--- src/rtl/pcii_pkg.sv ---
package pcii_pkg;

   typedef enum logic [1:0] {
      ST_IDLE = 2'd0,
      ST_ADDR = 2'd1,
      ST_DATA = 2'd2
   } pcii_state_e;

   typedef enum logic [1:0] {
      SEL_ADDR  = 2'd0,
      SEL_WDATA = 2'd1,
      SEL_CMD   = 2'd2
   } pcii_sel_e;

   localparam logic [3:0] CMD_CFG_RD = 4'b1010;
   localparam logic [3:0] CMD_CFG_WR = 4'b1011;

   function automatic logic is_cfg(input logic [3:0] cmd);
      return (cmd == CMD_CFG_RD) || (cmd == CMD_CFG_WR);
   endfunction

   function automatic logic is_write(input logic [3:0] cmd);
      return cmd[0];
   endfunction

endpackage

--- src/rtl/pcii_addr_form.sv ---
module pcii_addr_form
   import pcii_pkg::*;
#(
   parameter int BUS_W     = 32,
   parameter int DEV_COUNT = 4,
   parameter int IDSEL_LSB = 16
) (
   input  logic [BUS_W-1:0]     addr_in,
   input  logic [3:0]           cmd,
   output logic [BUS_W-1:0]     addr_out,
   output logic [DEV_COUNT-1:0] idsel
);

   localparam int IDSEL_MSB = IDSEL_LSB + DEV_COUNT - 1;

   if (IDSEL_MSB >= BUS_W || IDSEL_LSB < 11 || DEV_COUNT < 1) begin : g_bad_cfg
      $error("pcii_addr_form: device-select field does not fit the address");
   end

   logic cfg;
   assign cfg = is_cfg(cmd);

   always_comb begin
      addr_out = addr_in;
      if (cfg) addr_out[1:0] = 2'b00;
   end

   for (genvar g = 0; g < DEV_COUNT; g++) begin : g_idsel
      assign idsel[g] = cfg & addr_in[IDSEL_LSB + g];
   end

endmodule

--- src/rtl/pcii_abort_timer.sv ---
module pcii_abort_timer #(
   parameter int TIMEOUT = 16
) (
   input  logic clk,
   input  logic rst_n,
   input  logic run,
   input  logic trdy,
   output logic expire
);

   localparam int CW = (TIMEOUT > 2) ? $clog2(TIMEOUT) : 1;
   localparam logic [CW-1:0] LAST = CW'(TIMEOUT - 1);

   if (TIMEOUT < 2) begin : g_bad_timeout
      $error("pcii_abort_timer: TIMEOUT must be at least 2");
   end

   logic [CW-1:0] cnt;

   always_ff @(posedge clk or negedge rst_n) begin
      if (!rst_n)                 cnt <= '0;
      else if (!run || trdy)      cnt <= '0;
      else if (cnt != LAST)       cnt <= cnt + 1'b1;
   end

   assign expire = run & ~trdy & (cnt == LAST);

   a_r7_count_resets_when_idle : assert property (@(posedge clk) disable iff (!rst_n)
      !run |=> (cnt == '0));

endmodule

--- src/rtl/pcii_initiator.sv ---
module pcii_initiator
   import pcii_pkg::*;
#(
   parameter int BUS_W     = 32,
   parameter int DEV_COUNT = 4,
   parameter int IDSEL_LSB = 16,
   parameter int TIMEOUT   = 16
) (
   input  logic                 clk,
   input  logic                 rst_n,
   input  logic                 reg_wr_en,
   input  logic [1:0]           reg_sel,
   input  logic [BUS_W-1:0]     reg_wr_data,
   output logic [BUS_W-1:0]     rd_data,
   output logic                 busy,
   output logic                 done_pulse,
   output logic                 done_flag,
   output logic                 abort_flag,
   output logic                 overrun_flag,
   output logic                 bus_frame,
   output logic                 bus_irdy,
   output logic [BUS_W-1:0]     bus_ad_out,
   output logic [3:0]           bus_cbe,
   output logic [DEV_COUNT-1:0] bus_idsel,
   input  logic [BUS_W-1:0]     bus_ad_in,
   input  logic                 bus_trdy
);

   if (BUS_W < 8) begin : g_bad_width
      $error("pcii_initiator: bus must be at least one byte wide");
   end

   pcii_state_e       state;
   logic [BUS_W-1:0]  addr_q, wdata_q, rd_q;
   logic [3:0]        cmd_q, be_n_q;
   logic              done_p, done_s, abort_s, ovr_s;
   logic              trig, accept, complete, expire, in_data;
   logic [BUS_W-1:0]  formed_addr;
   logic [DEV_COUNT-1:0] sel_lines;

   assign busy     = (state != ST_IDLE);
   assign in_data  = (state == ST_DATA);
   assign trig     = reg_wr_en && (reg_sel == SEL_CMD);
   assign accept   = trig && !busy;
   assign complete = in_data && (bus_trdy || expire);

   pcii_addr_form #(
      .BUS_W(BUS_W), .DEV_COUNT(DEV_COUNT), .IDSEL_LSB(IDSEL_LSB)
   ) u_form (
      .addr_in(addr_q), .cmd(cmd_q), .addr_out(formed_addr), .idsel(sel_lines)
   );

   pcii_abort_timer #(.TIMEOUT(TIMEOUT)) u_timer (
      .clk(clk), .rst_n(rst_n), .run(in_data), .trdy(bus_trdy), .expire(expire)
   );

   always_ff @(posedge clk or negedge rst_n) begin
      if (!rst_n) begin
         state   <= ST_IDLE;
         addr_q  <= '0;
         wdata_q <= '0;
         rd_q    <= '0;
         cmd_q   <= '0;
         be_n_q  <= '0;
         done_p  <= 1'b0;
         done_s  <= 1'b0;
         abort_s <= 1'b0;
         ovr_s   <= 1'b0;
      end else begin
         done_p <= complete;
         unique case (state)
            ST_IDLE: if (accept)   state <= ST_ADDR;
            ST_ADDR:               state <= ST_DATA;
            ST_DATA: if (complete) state <= ST_IDLE;
            default:               state <= ST_IDLE;
         endcase
         if (reg_wr_en && !busy && reg_sel == SEL_ADDR)  addr_q  <= reg_wr_data;
         if (reg_wr_en && !busy && reg_sel == SEL_WDATA) wdata_q <= reg_wr_data;
         if (accept) begin
            cmd_q   <= reg_wr_data[3:0];
            be_n_q  <= reg_wr_data[7:4];
            done_s  <= 1'b0;
            abort_s <= 1'b0;
            ovr_s   <= 1'b0;
         end
         if (trig && busy) ovr_s <= 1'b1;
         if (complete) begin
            done_s <= 1'b1;
            if (!bus_trdy) abort_s <= 1'b1;
            if (!is_write(cmd_q)) rd_q <= bus_trdy ? bus_ad_in : '1;
         end
      end
   end

   always_comb begin
      bus_frame  = (state == ST_ADDR);
      bus_irdy   = in_data;
      bus_cbe    = 4'h0;
      bus_ad_out = '0;
      bus_idsel  = '0;
      if (state == ST_ADDR) begin
         bus_cbe    = cmd_q;
         bus_ad_out = formed_addr;
         bus_idsel  = sel_lines;
      end else if (in_data) begin
         bus_cbe = be_n_q;
         if (is_write(cmd_q)) bus_ad_out = wdata_q;
      end
   end

   assign rd_data      = rd_q;
   assign done_pulse   = done_p;
   assign done_flag    = done_s;
   assign abort_flag   = abort_s;
   assign overrun_flag = ovr_s;

   a_r2_start_gives_addr_phase : assert property (@(posedge clk) disable iff (!rst_n)
      (trig && !busy) |=> (bus_frame && busy));

   a_r3_addr_phase_single : assert property (@(posedge clk) disable iff (!rst_n)
      bus_frame |=> (!bus_frame && bus_irdy));

   a_r3_data_held : assert property (@(posedge clk) disable iff (!rst_n)
      (bus_irdy && !bus_trdy && !expire) |=> bus_irdy);

   a_r4_result_stable : assert property (@(posedge clk) disable iff (!rst_n)
      !done_pulse |-> $stable(rd_data));

   a_r6_cfg_low_bits : assert property (@(posedge clk) disable iff (!rst_n)
      (bus_frame && is_cfg(bus_cbe)) |-> (bus_ad_out[1:0] == 2'b00));

   a_r7_timeout_aborts : assert property (@(posedge clk) disable iff (!rst_n)
      expire |=> (abort_flag && !busy));

   a_r8_done_single : assert property (@(posedge clk) disable iff (!rst_n)
      done_pulse |=> !done_pulse);

   a_r10_idle_at_done : assert property (@(posedge clk) disable iff (!rst_n)
      done_pulse |-> (done_flag && !busy));

   a_r9_overrun_sets : assert property (@(posedge clk) disable iff (!rst_n)
      (trig && busy) |=> overrun_flag);

endmodule

--- config.mk ---
export PLATFORM = sky130hd
export DESIGN_NAME = pcii_initiator
export DESIGN_NICKNAME = d
export VERILOG_FILES = /design/src/rtl/pcii_pkg.sv /design/src/rtl/pcii_addr_form.sv /design/src/rtl/pcii_abort_timer.sv /design/src/rtl/pcii_initiator.sv
export SDC_FILE = /design/constraint.sdc
export NUM_CORES = 1
export LEC_CHECK = 0
export ABC_AREA = 1
export ABC_CLOCK_PERIOD_IN_PS = 1600
export BUFFER_PORTS_ARGS = -buffer_cell sky130_fd_sc_hd__buf_2
export CAP_MARGIN = 30
export CORE_MARGIN = 3
export CORE_UTILIZATION = 45
export CTS_CLUSTER_SIZE = 30
export DETAILED_ROUTE_END_ITERATION = 6
export PLACE_DENSITY = 0.71
export SLEW_MARGIN = 10
export SYNTH_ARGS = -nofsm -noshare
export SYNTH_HDL_FRONTEND = slang
export SYNTH_SLANG_ARGS = --single-unit
--- constraint.sdc ---
create_clock -name clk -period 1.6 [get_ports clk]
set_input_delay 0.08 -clock clk [delete_from_list [all_inputs] [get_ports clk]]
set_output_delay 0.08 -clock clk [all_outputs]
set_load 0.005 [all_outputs]
* Word level (Yosys, flattened, before mapping)
Index checks and enable logic that the tools add are counted.
Word-level totals: flip-flop bits (word level) 114, bits of input ports 70
Cells by class: reduce and logical (&&, ||, !) cells 20, $add $sub $neg 1, muxes and demuxes 19, equal/unequal tests 10, bitwise logic cells 8
Operator list (number):
- $mux 32 | 4
- $mux 4 | 5
- $eq 4x4->1 const B | 3
- $reduce_bool 2->1 | 4
- $logic_and 1x1->1 | 7
- $and 1x1->1 | 6
- $mux 1 | 6
- $mux 2 | 3
- $pmux 2 s3 | 1
- $add 4x1->4 const B | 1
- $eq 2x1->1 const B | 2
- $eq 2x2->1 const B | 2
- $logic_not 2->1 | 2
- $ne 2x2->1 const B | 2
- $ne 4x4->1 const B | 1
- $reduce_and 2->1 | 2
- $logic_or 1x1->1 | 3
- $logic_not 1->1 | 2
- $not 1->1 | 2

* Logic depth before layout (Yosys ltp)
Gate-level depths: netlist (run 1).
word-level depth 7, gate-level depth with buffers 7, mapped depth without buffers 7

* Hierarchy
From an unflattened synthesis (run 1), not the netlist that was laid out.
Second synthesis, totals: cells, all modules 765, area, all modules 5851.9 µm²
By module, submodules not included:
- pcii_initiator | area each 5326.4 µm², cells each 689, times used 1
- pcii_addr_form | area each 294.0 µm², cells each 46, times used 1
- pcii_abort_timer | area each 231.5 µm², cells each 30, times used 1

* Worst setup path after synthesis (run 1)
Ideal clock, no wire load.
kind reg-to-reg, start point register u_timer.cnt[0], end point register rd_q[10], in the netlist rd_data[10], data required time 1.483 ns, stages on the path, launching flop included 8, path slack 0.279 ns, setup time 0.117 ns, arrival 1.204 ns, clock period less this slack 1.321 ns, cells stage by stage dfrtp_1 -> ha_1 -> nand3_1 -> nand2_1 -> nand3_2 -> buf_2 -> nand2_1 -> nand2_1
On the way: longest elaborated chain between the ends 5
Ends and longest elaborated chain:
- from (decl) | line pcii_abort_timer.sv:18 | logic [CW-1:0] cnt;
- from (signal assigned) | line pcii_abort_timer.sv:23 | else if (cnt != LAST) cnt <= cnt + 1'b1;
- $eq 4x4->1 | line pcii_abort_timer.sv:26 | assign expire = run & ~trdy & (cnt == LAST);
- $and 1x1->1 | line pcii_abort_timer.sv:26
- $logic_or 1x1->1 | line pcii_initiator.sv:45 | assign complete = in_data && (bus_trdy || expire);
- $logic_and 1x1->1 | line pcii_initiator.sv:45
- $reduce_and 2->1 (no line)
- to (signal assigned) | line pcii_initiator.sv:90 | if (!is_write(cmd_q)) rd_q <= bus_trdy ? bus_ad_in : '1;
- to (decl) | line pcii_initiator.sv:34 | logic [BUS_W-1:0] addr_q, wdata_q, rd_q;
No other way between the ends. A chain may end at the register's enable or synchronous reset.

* Final worst setup path (run 1)
start point register state[0], end point output bus_ad_out[22]
On the way: longest elaborated chain between the ends 3, elaborated cells between the ends (all ways) 4, classes of those cells 2 x eq/ne; 2 x mux
Ends and longest elaborated chain:
- from (decl) | line pcii_initiator.sv:33 | pcii_state_e state;
- from (signal assigned) | line pcii_initiator.sv:59 | state <= ST_IDLE;
- from (signal assigned) | line pcii_initiator.sv:72 | ST_IDLE: if (accept) state <= ST_ADDR;
- from (signal assigned) | line pcii_initiator.sv:73 | ST_ADDR: state <= ST_DATA;
- $eq 2x2->1 | line pcii_initiator.sv:42 | assign in_data = (state == ST_DATA);
- $mux 32 | line pcii_initiator.sv:105 | end else if (in_data) begin
- $mux 32 * | line pcii_initiator.sv:101 | if (state == ST_ADDR) begin
- to (decl) | line pcii_initiator.sv:22 | output logic [BUS_W-1:0] bus_ad_out,
Mark *: on every way between the ends. The rest lies on a longest branch, timed or not.

==> results of run 1 <==
## power breakdown
part	internal, W	total [W]	switching (W)
Combinational	0.000935	0.00206	0.00113
Sequential	0.00366	0.00412	0.000460
Clock	0.00292	0.00421	0.00129
## kinds of logic (layout without fill, tap and decap cells)
group	Yosys count	in the layout	share of synthesized area, %
compound gates	111	111	10.8
flops	114	114	54.7
fa+ha+maj	1	1	0.240
simple gates	300	300	24.8
buf+inv	123	332	9.49
## what timing repair did
item | CTS | global route
gates resized for setup | 58 | 25
endpoints found under the setup margin | 41 | 68
hold buffers | 43 | 0
setup buffers | 6 | 3
gates cloned | 2 | 0
endpoints found under the hold margin | 196 | 0
pin swaps | 3 | 4
## flip-flops by register name (all words and copies together), names as in the netlist
name / cells
state: 2
done_pulse: 1
wdata_q: 32
cmd_q: 4
addr_q: 32
be_n_q: 4
done_flag: 1
abort_flag: 1
rd_data: 32
overrun_flag: 1
u_timer.cnt: 4
## layout by cell type, fill, tap and decap left out, types with 2 or more instances in the layout
cell type                         n
sky130_fd_sc_hd__buf_6            7
sky130_fd_sc_hd__dfrtp_2          2
sky130_fd_sc_hd__nand3_1          8
sky130_fd_sc_hd__nor3_1           5
sky130_fd_sc_hd__nand3_4          3
sky130_fd_sc_hd__a22o_1           2
sky130_fd_sc_hd__buf_12           7
sky130_fd_sc_hd__buf_4            9
sky130_fd_sc_hd__clkbuf_16       17
sky130_fd_sc_hd__dlygate4sd3_1   43
sky130_fd_sc_hd__bufinv_16        5
sky130_fd_sc_hd__nor2_1           4
sky130_fd_sc_hd__o21ai_0         42
sky130_fd_sc_hd__nor2_4           3
sky130_fd_sc_hd__nand3_2          3
sky130_fd_sc_hd__buf_2          147
sky130_fd_sc_hd__buf_8            3
sky130_fd_sc_hd__a21oi_1          2
sky130_fd_sc_hd__clkbuf_8         4
sky130_fd_sc_hd__nand2_1        224
sky130_fd_sc_hd__clkinv_2         4
sky130_fd_sc_hd__inv_2            3
sky130_fd_sc_hd__o21ai_2          6
sky130_fd_sc_hd__dfrtp_1        112
sky130_fd_sc_hd__nand2_2         15
sky130_fd_sc_hd__o21ai_1         59
sky130_fd_sc_hd__nand4_1         32
sky130_fd_sc_hd__inv_1           79
## worst paths after layout
| kind | start | to | slack (ns) | cells after the start |
|---|---|---|---|---|
| worst min register to register | rd_data[22] | rd_data[22] | 0.47 | 2 |
| max in group asynchronous | rst_n | cmd_q[0] | 0.83 | 3 |
| worst min-delay path | bus_ad_in[2] | rd_data[2] | 0.01 | 5 |
| worst max register to register | state[0] | u_timer.cnt[1] | 0.08 | 10 |
| worst max-delay path | state[0] | bus_ad_out[22] | -0.06 | 5 |
| min in group asynchronous | rst_n | overrun_flag | 0.15 | 2 |
## tightest hold or removal path, delay by kind of cell
family	cells	cell delay, ns
simple gates	3	0.21
buf+inv	2	0.10
## metal layers
layer / GRT usage [%] / wire length [microns] / up-vias
met5: 0 / 0 / -
met4: 10.2 / 250 / 0
met3: 5.20 / 945 / 28
met2: 37.4 / 7280 / 185
met1: 30.6 / 6080 / 2429
li1: - / - / 2452
## per-stage QoR
step	worst slack [ns]	cells
after detailed placement	0.0700	914
after floorplan	0.279	649
after global placement	0.140	914
final	-0.0627	998
after CTS	-0.0824	997
after global routing	-0.130	998
## area by class of cell
class	instances	area [sq um]	share of cell area (%)
clock buffers	22	484	6.46
well taps	140	175	2.34
clock inverters	10	178	2.37
multi-input cells	412	1970	26.2
inverters	83	314	4.19
flip-flops and latches	114	2860	38.1
repair buffers	217	1530	20.3
==> flow_summary_export.csv, run 1 <==
group,metric,value,unit
synthesis,yosys_warnings,0,
finish,layout_utilization,67.7,%
synthesis,post-synth-top-count-cell,"sky130_fd_sc_hd__nand2_1",
detailed_routing,remaining_drc_errors,0,
synthesis,ys.flop_type,"sky130_fd_sc_hd__dfrtp_1",
cts,cts_max_level,4,
grt,number_of_antenna_violations_at_the_first_check_in_global_routing,0,
finish,post_route_cells_drive_above_1_share,28.4,%
detailed_routing,drt_pre_antenna_iters,5,
synthesis,yosys.area.top_type_share,54.7,%
detailed_routing,post_drt_via_cell_ratio,5.10,
die,floorplan.die.height,114,microns
worst_setup_path,timing.critical_path.max_delay_family,"buffers and inverters",
outcome,failed_checks,"negative setup slack",
worst_setup_path,timing_worst_setup_path_type,"reg2out",
detailed_routing,antenna_left,0,
finish,final_area,7500,sq um
cts,clk_pin_slew_worst_paths,0.05,ns
synthesis,post_synth_most_frequent_cells,"sky130_fd_sc_hd__nand2_1, sky130_fd_sc_hd__dfrtp_1, sky130_fd_sc_hd__inv_1, sky130_fd_sc_hd__o21ai_0, sky130_fd_sc_hd__o21ai_1",
detailed_routing,drt_iter0_drcs,431,
min_path,worstHoldPathType,"in2reg",
sta,min_period,1.66,ns
placed_design,post_dp_cell_area,6130,sq um
grt,grt_start_max_net_pins,65,
cts,max-clock-path-buffers,2,
outcome,run_status,"complete, but fails checks",
pwr,p_leak,4.05,nW
die,die_x,114,microns
synthesis,synth_sequential_area_ratio,54.7,%
synthesis,synth_seq_cells,114,
worst_setup_path,worst_ep_arrival_time,1.58,ns
sta,setup_viol_count_final,22,
worst_setup_path,timing.critical_path.cells,"inv_2 > nand2_2 > buf_8 > o21ai_0 > buf_2",
sta,grt_setup_unrepaired,"yes",
synthesis,synthesis.nets,720,
sta,drv_slew,0,
grt,grtUsageTotal,23.3,%
synthesis,synth_edf_count,0,
sta,worst_slew_pin_slew,0.373,ns
synthesis,summed_instance_area_of_the_synthesized_netlist,5220,sq um
detailed_routing,detail_route.wl_per_cell,14.6,microns
die,io_pins,149,
finish,diodes,0,
worst_setup_path,worst_ep_required_time,1.52,ns
cts,cts_buffers,17,
sta,timing.final.crit_share,104,%
pwr,vdd.ir_drop.worst,1.15,mV
sta,skew,0.00575,ns
finish,syn_to_final_growth,43.7,%
synthesis,yosysUniqueCellTypes,21,
grt,grt_pass1_wl,24100,microns
cts,clock_latency,0.41,ns
pwr,power.density,1380,nW/um^2
worst_setup_path,crit_path_start_kind,"flop",
grt,grt_pass1_vias,5043,
die,design.die.area,12900,sq um
synthesis,synth_cells,649,
placed_design,hpwl_dp,8980,microns
die,initial_core_util,47.1,%
die,row_count,38,
sta,hold_viol_final,0,
cts,cts.sinks,114,
synthesis,netlist.top_cell.by_area,"sky130_fd_sc_hd__dfrtp_1",
sta,fin_ws,-0.0627,ns
placed_design,place.port_buffers,148,
detailed_routing,routed_wirelength,14600,microns
die,placeableCoreArea,11100,sq um
worst_setup_path,critical-path-max-stage-delay,0.39,ns
sta,worst_slew_margin_rel,75.1,%
placed_design,finalWeightedCongestion,0.820,
synthesis,ys_top_cells_by_area,"sky130_fd_sc_hd__dfrtp_1, sky130_fd_sc_hd__nand2_1, sky130_fd_sc_hd__o21ai_0",
sta,tns,-0.641,ns
worst_setup_path,critical_path_buf_inv_count,3,
synthesis,synth-async-reset-ratio,100,%
cts,cell_at_the_root_of_the_clock_tree,"sky130_fd_sc_hd__clkbuf_16",
worst_setup_path,slowest_cp_cell,"sky130_fd_sc_hd__dfrtp_1",
sta,hold_ws,0.0106,ns
worst_setup_path,worst_setup_path_end_kind,"output pin",
worst_setup_path,crit_fanout,27,
cts,cts_tree,"built",
synthesis,synthesis.area_per_instance,8.04,sq um
pwr,power.total,0.0104,W
detailed_routing,total_via_count_in_the_routed_design,5094,
sta,fmaxAchievable,601,MHz
job,cap_violations,0,
grt,global_route.overflow_total,0,
finish,filler_cell_count,869,
finish,final_net_count,916,
No activity file was read; power rests on OpenSTA's default activity.
==> run 2, diff against run 1 <==
--- a/config.mk
+++ b/config.mk
@@ -10,10 +10,10 @@
 export BUFFER_PORTS_ARGS = -buffer_cell sky130_fd_sc_hd__buf_2
 export CAP_MARGIN = 30
 export CORE_MARGIN = 3
-export CORE_UTILIZATION = 45
+export CORE_UTILIZATION = 42
 export CTS_CLUSTER_SIZE = 30
 export DETAILED_ROUTE_END_ITERATION = 6
-export PLACE_DENSITY = 0.71
+export PLACE_DENSITY = 0.67
 export SLEW_MARGIN = 10
 export SYNTH_ARGS = -nofsm -noshare
 export SYNTH_HDL_FRONTEND = slang
==> flow_summary_export.csv, run 2 (same netlist as run 1, synthesis figures left out) <==
group,metric,value,unit
outcome,run_status,"finished, final reports clean",
worst_setup_path,timing_worst_setup_path_type,"reg2out",
worst_setup_path,slowest_cp_cell,"sky130_fd_sc_hd__dfrtp_2",
sta,worst_slew_pin_slew,0.315,ns
detailed_routing,drt_iter0_drcs,473,
sta,worst_slew_margin_rel,79.0,%
cts,max-clock-path-buffers,2,
pwr,clock_power_share,37.1,%
sta,timing.final.crit_share,98.7,%
sta,fmaxAchievable,633,MHz
worst_setup_path,critical-path-max-stage-delay,0.44,ns
sta,min_period,1.58,ns
pwr,p_leak,3.95,nW
cts,cts_max_level,4,
min_path,worstHoldPathType,"in2reg",
detailed_routing,post_drt_via_cell_ratio,4.87,
worst_setup_path,critical_path_buf_inv_count,2,
pwr,power.total,0.00974,W
detailed_routing,drt-met1-wl,6310,microns
detailed_routing,remaining_drc_errors,0,
sta,drv_slew,0,
die,die_x,117,microns
grt,grt_pass1_vias,4892,
worst_setup_path,worst_ep_arrival_time,1.50,ns
sta,hold_viol_final,0,
pwr,internal_power,0.00699,W
worst_setup_path,crit_fanout,16,
grt,grt_start_max_net_pins,65,
cts,cts_tree,"built",
finish,filler_cell_count,1071,
detailed_routing,maxUsedRoutingLayer,"met4",
finish,finish.cell_count_without_fillers,1015,
die,design.die.area,13800,sq um
placed_design,hpwl_dp,9000,microns
die,placeableCoreArea,12100,sq um
cts,cell_at_the_root_of_the_clock_tree,"sky130_fd_sc_hd__clkbuf_16",
worst_setup_path,timing.critical_path.max_delay_family,"flip-flops",
cts,clk_pin_slew_worst_paths,0.05,ns
detailed_routing,drt_pre_antenna_iters,5,
detailed_routing,met3RoutedLength,915,microns
finish,layout_utilization,60.5,%
detailed_routing,antenna_left,0,
die,io_pins,149,
finish,diodes,0,
worst_setup_path,worst_ep_required_time,1.52,ns
sta,setup_viol_count_final,0,
cts,cts.sinks,114,
grt,number_of_antenna_violations_at_the_first_check_in_global_routing,0,
die,initial_core_util,43.3,%
job,cap_violations,0,
cts,cts_buffers,17,
pwr,reported_net_switching_power,0.00275,W
pwr,power_frac_seq,42.2,%
detailed_routing,total_via_count_in_the_routed_design,4948,
pwr,sw_frac_of_total,28.2,%
cts,clock_latency,0.40,ns
pwr,power.density,1330,nW/um^2
detailed_routing,routed_wirelength,14100,microns
grt,grt_pass1_wl,23900,microns
finish,final_net_count,908,
sta,skew,0.00805,ns
sta,tns,0,ns
worst_setup_path,crit_path_start_kind,"flop",
finish,syn_to_final_growth,39.8,%
detailed_routing,detail_route.wl_per_cell,13.9,microns
pwr,vdd.ir_drop.worst,0.767,mV
finish,final_common_cell,"sky130_fd_sc_hd__nand2_1",
die,row_count,40,
worst_setup_path,timing.critical_path.cells,"nor2_4 > buf_8 > nand2_1 > o21ai_1 > buf_2",
finish,post_route_cells_drive_above_1_share,26.2,%
grt,global_route.overflow_total,0,
die,floorplan.die.height,117,microns
placed_design,finalWeightedCongestion,0.826,
placed_design,place.port_buffers,148,
placed_design,numPlacedInstances,943,
finish,most-common-layout-cells,"sky130_fd_sc_hd__nand2_1, sky130_fd_sc_hd__buf_2, sky130_fd_sc_hd__dfrtp_1",
sta,grt_setup_unrepaired,"yes",
detailed_routing,length_of_routed_met2_wiring,6710,microns
pwr,combinational_power_share,20.7,%
worst_setup_path,worst_setup_path_end_kind,"output pin",
grt,grtUsageTotal,20.9,%
-- run 2: path summary, 6_finish.rpt --
check | startpoint | end | slack (ns) | depth (start not counted)
worst max-delay path | state[1] | bus_ad_out[5] | 0.02 | 5
worst min-delay path | bus_ad_in[7] | rd_data[7] | 0.01 | 5
worst max register to register | state[1] | wdata_q[4] | 0.13 | 6
worst min register to register | rd_data[13] | rd_data[13] | 0.47 | 2
max in group asynchronous | rst_n | rd_data[24] | 0.95 | 3
min in group asynchronous | rst_n | rd_data[7] | 0.07 | 2
-- run 2: layer usage --
metal  vias to the layer above  track usage (%)
met5                         -                0
met1                      2321             28.4
met2                       181             33.3
met4                         0             6.81
met3                        15             4.81
li1                       2431                -
-- run 2: repair_timing --
action,4_1_cts,5_1_grt
endpoints found under the hold margin,185,0
hold buffers,36,0
gates resized for setup,27,14
pin swaps,1,0
endpoints found under the setup margin,40,35
setup buffers,6,1
-- run 2: tightest hold or removal path, cell delays in order --
cell and delay [ns]:
sky130_fd_sc_hd__buf_2 0.08, sky130_fd_sc_hd__inv_1 0.03, sky130_fd_sc_hd__nand2_1 0.04, sky130_fd_sc_hd__nand4_1 0.08
sky130_fd_sc_hd__nand2_1 0.07
-- run 2: per-stage QoR --
step / setup WS (ns) / hold WS, ns / instance area, sq um
after floorplan: 0.279 / -0.216 / 5220
after global placement: 0.254 / -0.0545 / 6230
after detailed placement: 0.196 / -0.0520 / 6230
after CTS: -0.0141 / 0.0000681 / 7250
after global routing: -0.0526 / 0.0226 / 7300
final: 0.0202 / 0.0108 / 7300
-- run 2: layout make-up --
class,count,area [sq um],share of cell area [%]
inverter,83,318,4.35
sequential,114,2850,39.1
clock inverter,6,80.1,1.10
multi-input combinational,412,1930,26.4
timing repair buffer,209,1420,19.5
clock buffer,23,488,6.69
tap,168,210,2.88
-- run 2: power by group through the flow --
stage | sequential (W) | clock [W] | combinational, W
6_report | 0.00411 | 0.00362 | 0.00202
5_1_grt | 0.00421 | 0.00382 | 0.00231
4_1_cts | 0.00410 | 0.00369 | 0.00202
3_5_place_dp | 0.00413 | 0 | 0.00190
3_3_place_gp | 0.00410 | 0 | 0.00184
2_1_floorplan | 0.00408 | 0 | 0.000971
==> run 3, diff against run 2 <==
--- a/config.mk
+++ b/config.mk
@@ -9,11 +9,11 @@
 export ABC_CLOCK_PERIOD_IN_PS = 1600
 export BUFFER_PORTS_ARGS = -buffer_cell sky130_fd_sc_hd__buf_2
 export CAP_MARGIN = 30
-export CORE_MARGIN = 3
 export CORE_UTILIZATION = 42
 export CTS_CLUSTER_SIZE = 30
 export DETAILED_ROUTE_END_ITERATION = 6
 export PLACE_DENSITY = 0.67
+export RECOVER_POWER = 25
 export SLEW_MARGIN = 10
 export SYNTH_ARGS = -nofsm -noshare
 export SYNTH_HDL_FRONTEND = slang
==> flow_summary_export.csv, run 3 (same netlist as run 1, synthesis figures left out) <==
group,metric,value,unit
outcome,run_status,"complete, but fails checks",
outcome,failed_checks,"negative setup slack",
finish,filler_cell_count,1021,
die,placeableCoreArea,12100,sq um
sta,worst_slew_pin_slew,0.877,ns
sta,drv_slew,0,
sta,setup_viol_count_final,23,
detailed_routing,routed_wirelength,14400,microns
grt,global_route.overflow_total,0,
die,io_pins,149,
detailed_routing,detail_route.wl_per_cell,13.9,microns
detailed_routing,drt_iter0_drcs,468,
detailed_routing,post_drt_via_cell_ratio,4.85,
worst_setup_path,critical_path_buf_inv_count,4,
finish,post_route_cells_drive_above_1_share,27.7,%
worst_setup_path,worst_r2r_endpoint,"wdata_q[15]",
worst_setup_path,timing.critical_path.max_delay_family,"buffers and inverters",
cts,cell_at_the_root_of_the_clock_tree,"sky130_fd_sc_hd__clkbuf_16",
detailed_routing,remaining_drc_errors,0,
pwr,vdd.ir_drop.worst,0.774,mV
min_path,hp-start,"bus_ad_in[10]",
die,die_x,113,microns
job,cap_violations,0,
cts,cts_buffers,17,
cts,cts_tree,"built",
grt,grt_pass1_vias,4834,
pwr,power.density,1340,nW/um^2
worst_setup_path,timing_worst_setup_path_type,"reg2out",
die,initial_core_util,43.3,%
placed_design,place.port_buffers,148,
sta,fin_ws,-0.0425,ns
worst_setup_path,timing.critical_path.cells,"inv_2 > nor2_4 > buf_12 > clkbuf_16 > a22o_1 > buf_2",
sta,skew,0.00543,ns
grt,number_of_antenna_violations_at_the_first_check_in_global_routing,0,
grt,grt_start_max_net_pins,65,
cts,clk_pin_slew_worst_paths,0.05,ns
min_path,hold_path_end,"rd_data[10]",
worst_setup_path,regToRegStartpoint,"state[0]",
worst_setup_path,worst-r2r-setup-slack,0.05,ns
worst_setup_path,worst_ep_arrival_time,1.56,ns
sta,timing.final.crit_share,103,%
detailed_routing,antenna_left,0,
detailed_routing,drt_pre_antenna_iters,5,
finish,final_net_count,925,
grt,grtUsageTotal,23.1,%
worst_setup_path,critical-path-max-stage-delay,0.39,ns
worst_setup_path,worst_ep_required_time,1.52,ns
min_path,worstHoldPathType,"in2reg",
worst_setup_path,slowest_cp_cell,"sky130_fd_sc_hd__dfrtp_1",
min_path,min_path_cells,5,
worst_setup_path,crit_path_start_kind,"flop",
die,floorplan.die.height,113,microns
sta,grt_setup_unrepaired,"yes",
detailed_routing,total_via_count_in_the_routed_design,5016,
finish,most-common-layout-cells,"sky130_fd_sc_hd__nand2_1, sky130_fd_sc_hd__buf_2, sky130_fd_sc_hd__dfrtp_1",
sta,hold_viol_final,0,
pwr,power_frac_seq,40.4,%
pwr,sw_frac_of_total,28.6,%
cts,clock_latency,0.41,ns
sta,min_period,1.64,ns
pwr,combinational_power_share,20.5,%
placed_design,preCtsSetupSlack,0.165,ns
finish,diodes,0,
pwr,clock_power_share,39.2,%
die,row_count,40,
finish,syn_to_final_growth,45.4,%
pwr,p_leak,4.08,nW
cts,max-clock-path-buffers,2,
worst_setup_path,worst_setup_path_end_kind,"output pin",
pwr,internal_power,0.00724,W
sta,fmaxAchievable,609,MHz
finish,layout_utilization,62.9,%
pwr,reported_net_switching_power,0.00290,W
sta,worst_slew_margin_rel,41.5,%
cts,cts_max_level,4,
worst_setup_path,crit_fanout,8,
placed_design,hpwl_dp,8870,microns
placed_design,finalWeightedCongestion,0.808,
finish,final_common_cell,"sky130_fd_sc_hd__nand2_1",
worst_setup_path,reg2reg_depth,7,
cts,cts.sinks,114,
grt,grt_pass1_wl,23100,microns
die,design.die.area,12900,sq um
[run 3: changes by cell type in the layout (fill, tap and decap cells not counted), moves of 4 or more]
cell,change
sky130_fd_sc_hd__dlygate4sd3_1,+16
sky130_fd_sc_hd__nand2_1,-10
sky130_fd_sc_hd__nand2_2,+8
sky130_fd_sc_hd__nand3_2,-4
sky130_fd_sc_hd__o21ai_0,-11
sky130_fd_sc_hd__o21ai_1,+4
sky130_fd_sc_hd__o21ai_2,+7
[run 3: worst reg2reg max path: cells and delay by family (launching register included)]
family	cells	cell delay [ns]
buffers and inverters	3	0.46
AND/OR/NAND/NOR	3	0.51
flip-flops	1	0.39
AO/OA/AOI/OAI	1	0.07
[run 3: metrics by stage]
step | instances | power [W] | hold slack [ns] | area, sq um | TNS (ns)
after detailed placement | 942 | 0.00598 | 0.0709 | 6190 | 0
after global routing | 1035 | 0.0107 | 0.0277 | 7590 | -2.82
after global placement | 942 | 0.00589 | 0.0613 | 6190 | 0
after floorplan | 649 | 0.00505 | -0.216 | 5220 | 0
after CTS | 1030 | 0.0101 | 0.000950 | 7440 | -0.154
final | 1035 | 0.0101 | 0.0176 | 7590 | -0.452
[run 3: layout make-up]
type / count / area, sq um / area share (%)
multi-input cells: 412 / 1970 / 26.0
inverters: 83 / 319 / 4.21
flip-flops and latches: 114 / 2850 / 37.6
repair buffers: 226 / 1600 / 21.1
clock buffers: 19 / 443 / 5.84
clock inverters: 13 / 184 / 2.42
well taps: 168 / 210 / 2.77
[run 3: timing repair]
action	in CTS	in global routing
hold buffers	52	0
endpoints found under the setup margin	41	67
endpoints found under the hold margin	119	0
buffers inserted	4	3
gates cloned	0	2
gates resized for setup	41	32
pin swaps	1	2
[run 3: power by group through the flow]
stage               logic (W)  clock network, W  registers (W)
CTS                   0.00204           0.00405        0.00407
floorplan            0.000971                 0        0.00408
finish                0.00207           0.00397        0.00409
detailed placement    0.00188                 0        0.00410
global route          0.00234           0.00419        0.00418
global placement      0.00181                 0        0.00408
[run 3: metal layers]
metal	track usage [%]	part of all wire, %	vias up	routed length (microns)
met2	38.4	48	180	6870
met5	0	0	-	0
met4	8.42	1.1	0	159
met3	5.15	5.6	13	808
li1	-	-	2474	-
met1	29.5	46	2349	6600
[run 3: worst max-delay path by stage]
stage                    from             to  slack [ns]  cells past startpoint
2_1_floorplan  u_timer.cnt[0]    rd_data[10]        0.28                      7
3_3_place_gp         state[0]    rd_data[13]        0.23                      6
3_5_place_dp         state[0]     rd_data[7]        0.16                      6
4_1_cts              state[1]  bus_ad_out[0]       -0.03                      5
5_1_grt              state[1]   bus_idsel[0]        -0.1                      5
6_report             state[0]     bus_cbe[1]       -0.04                      6
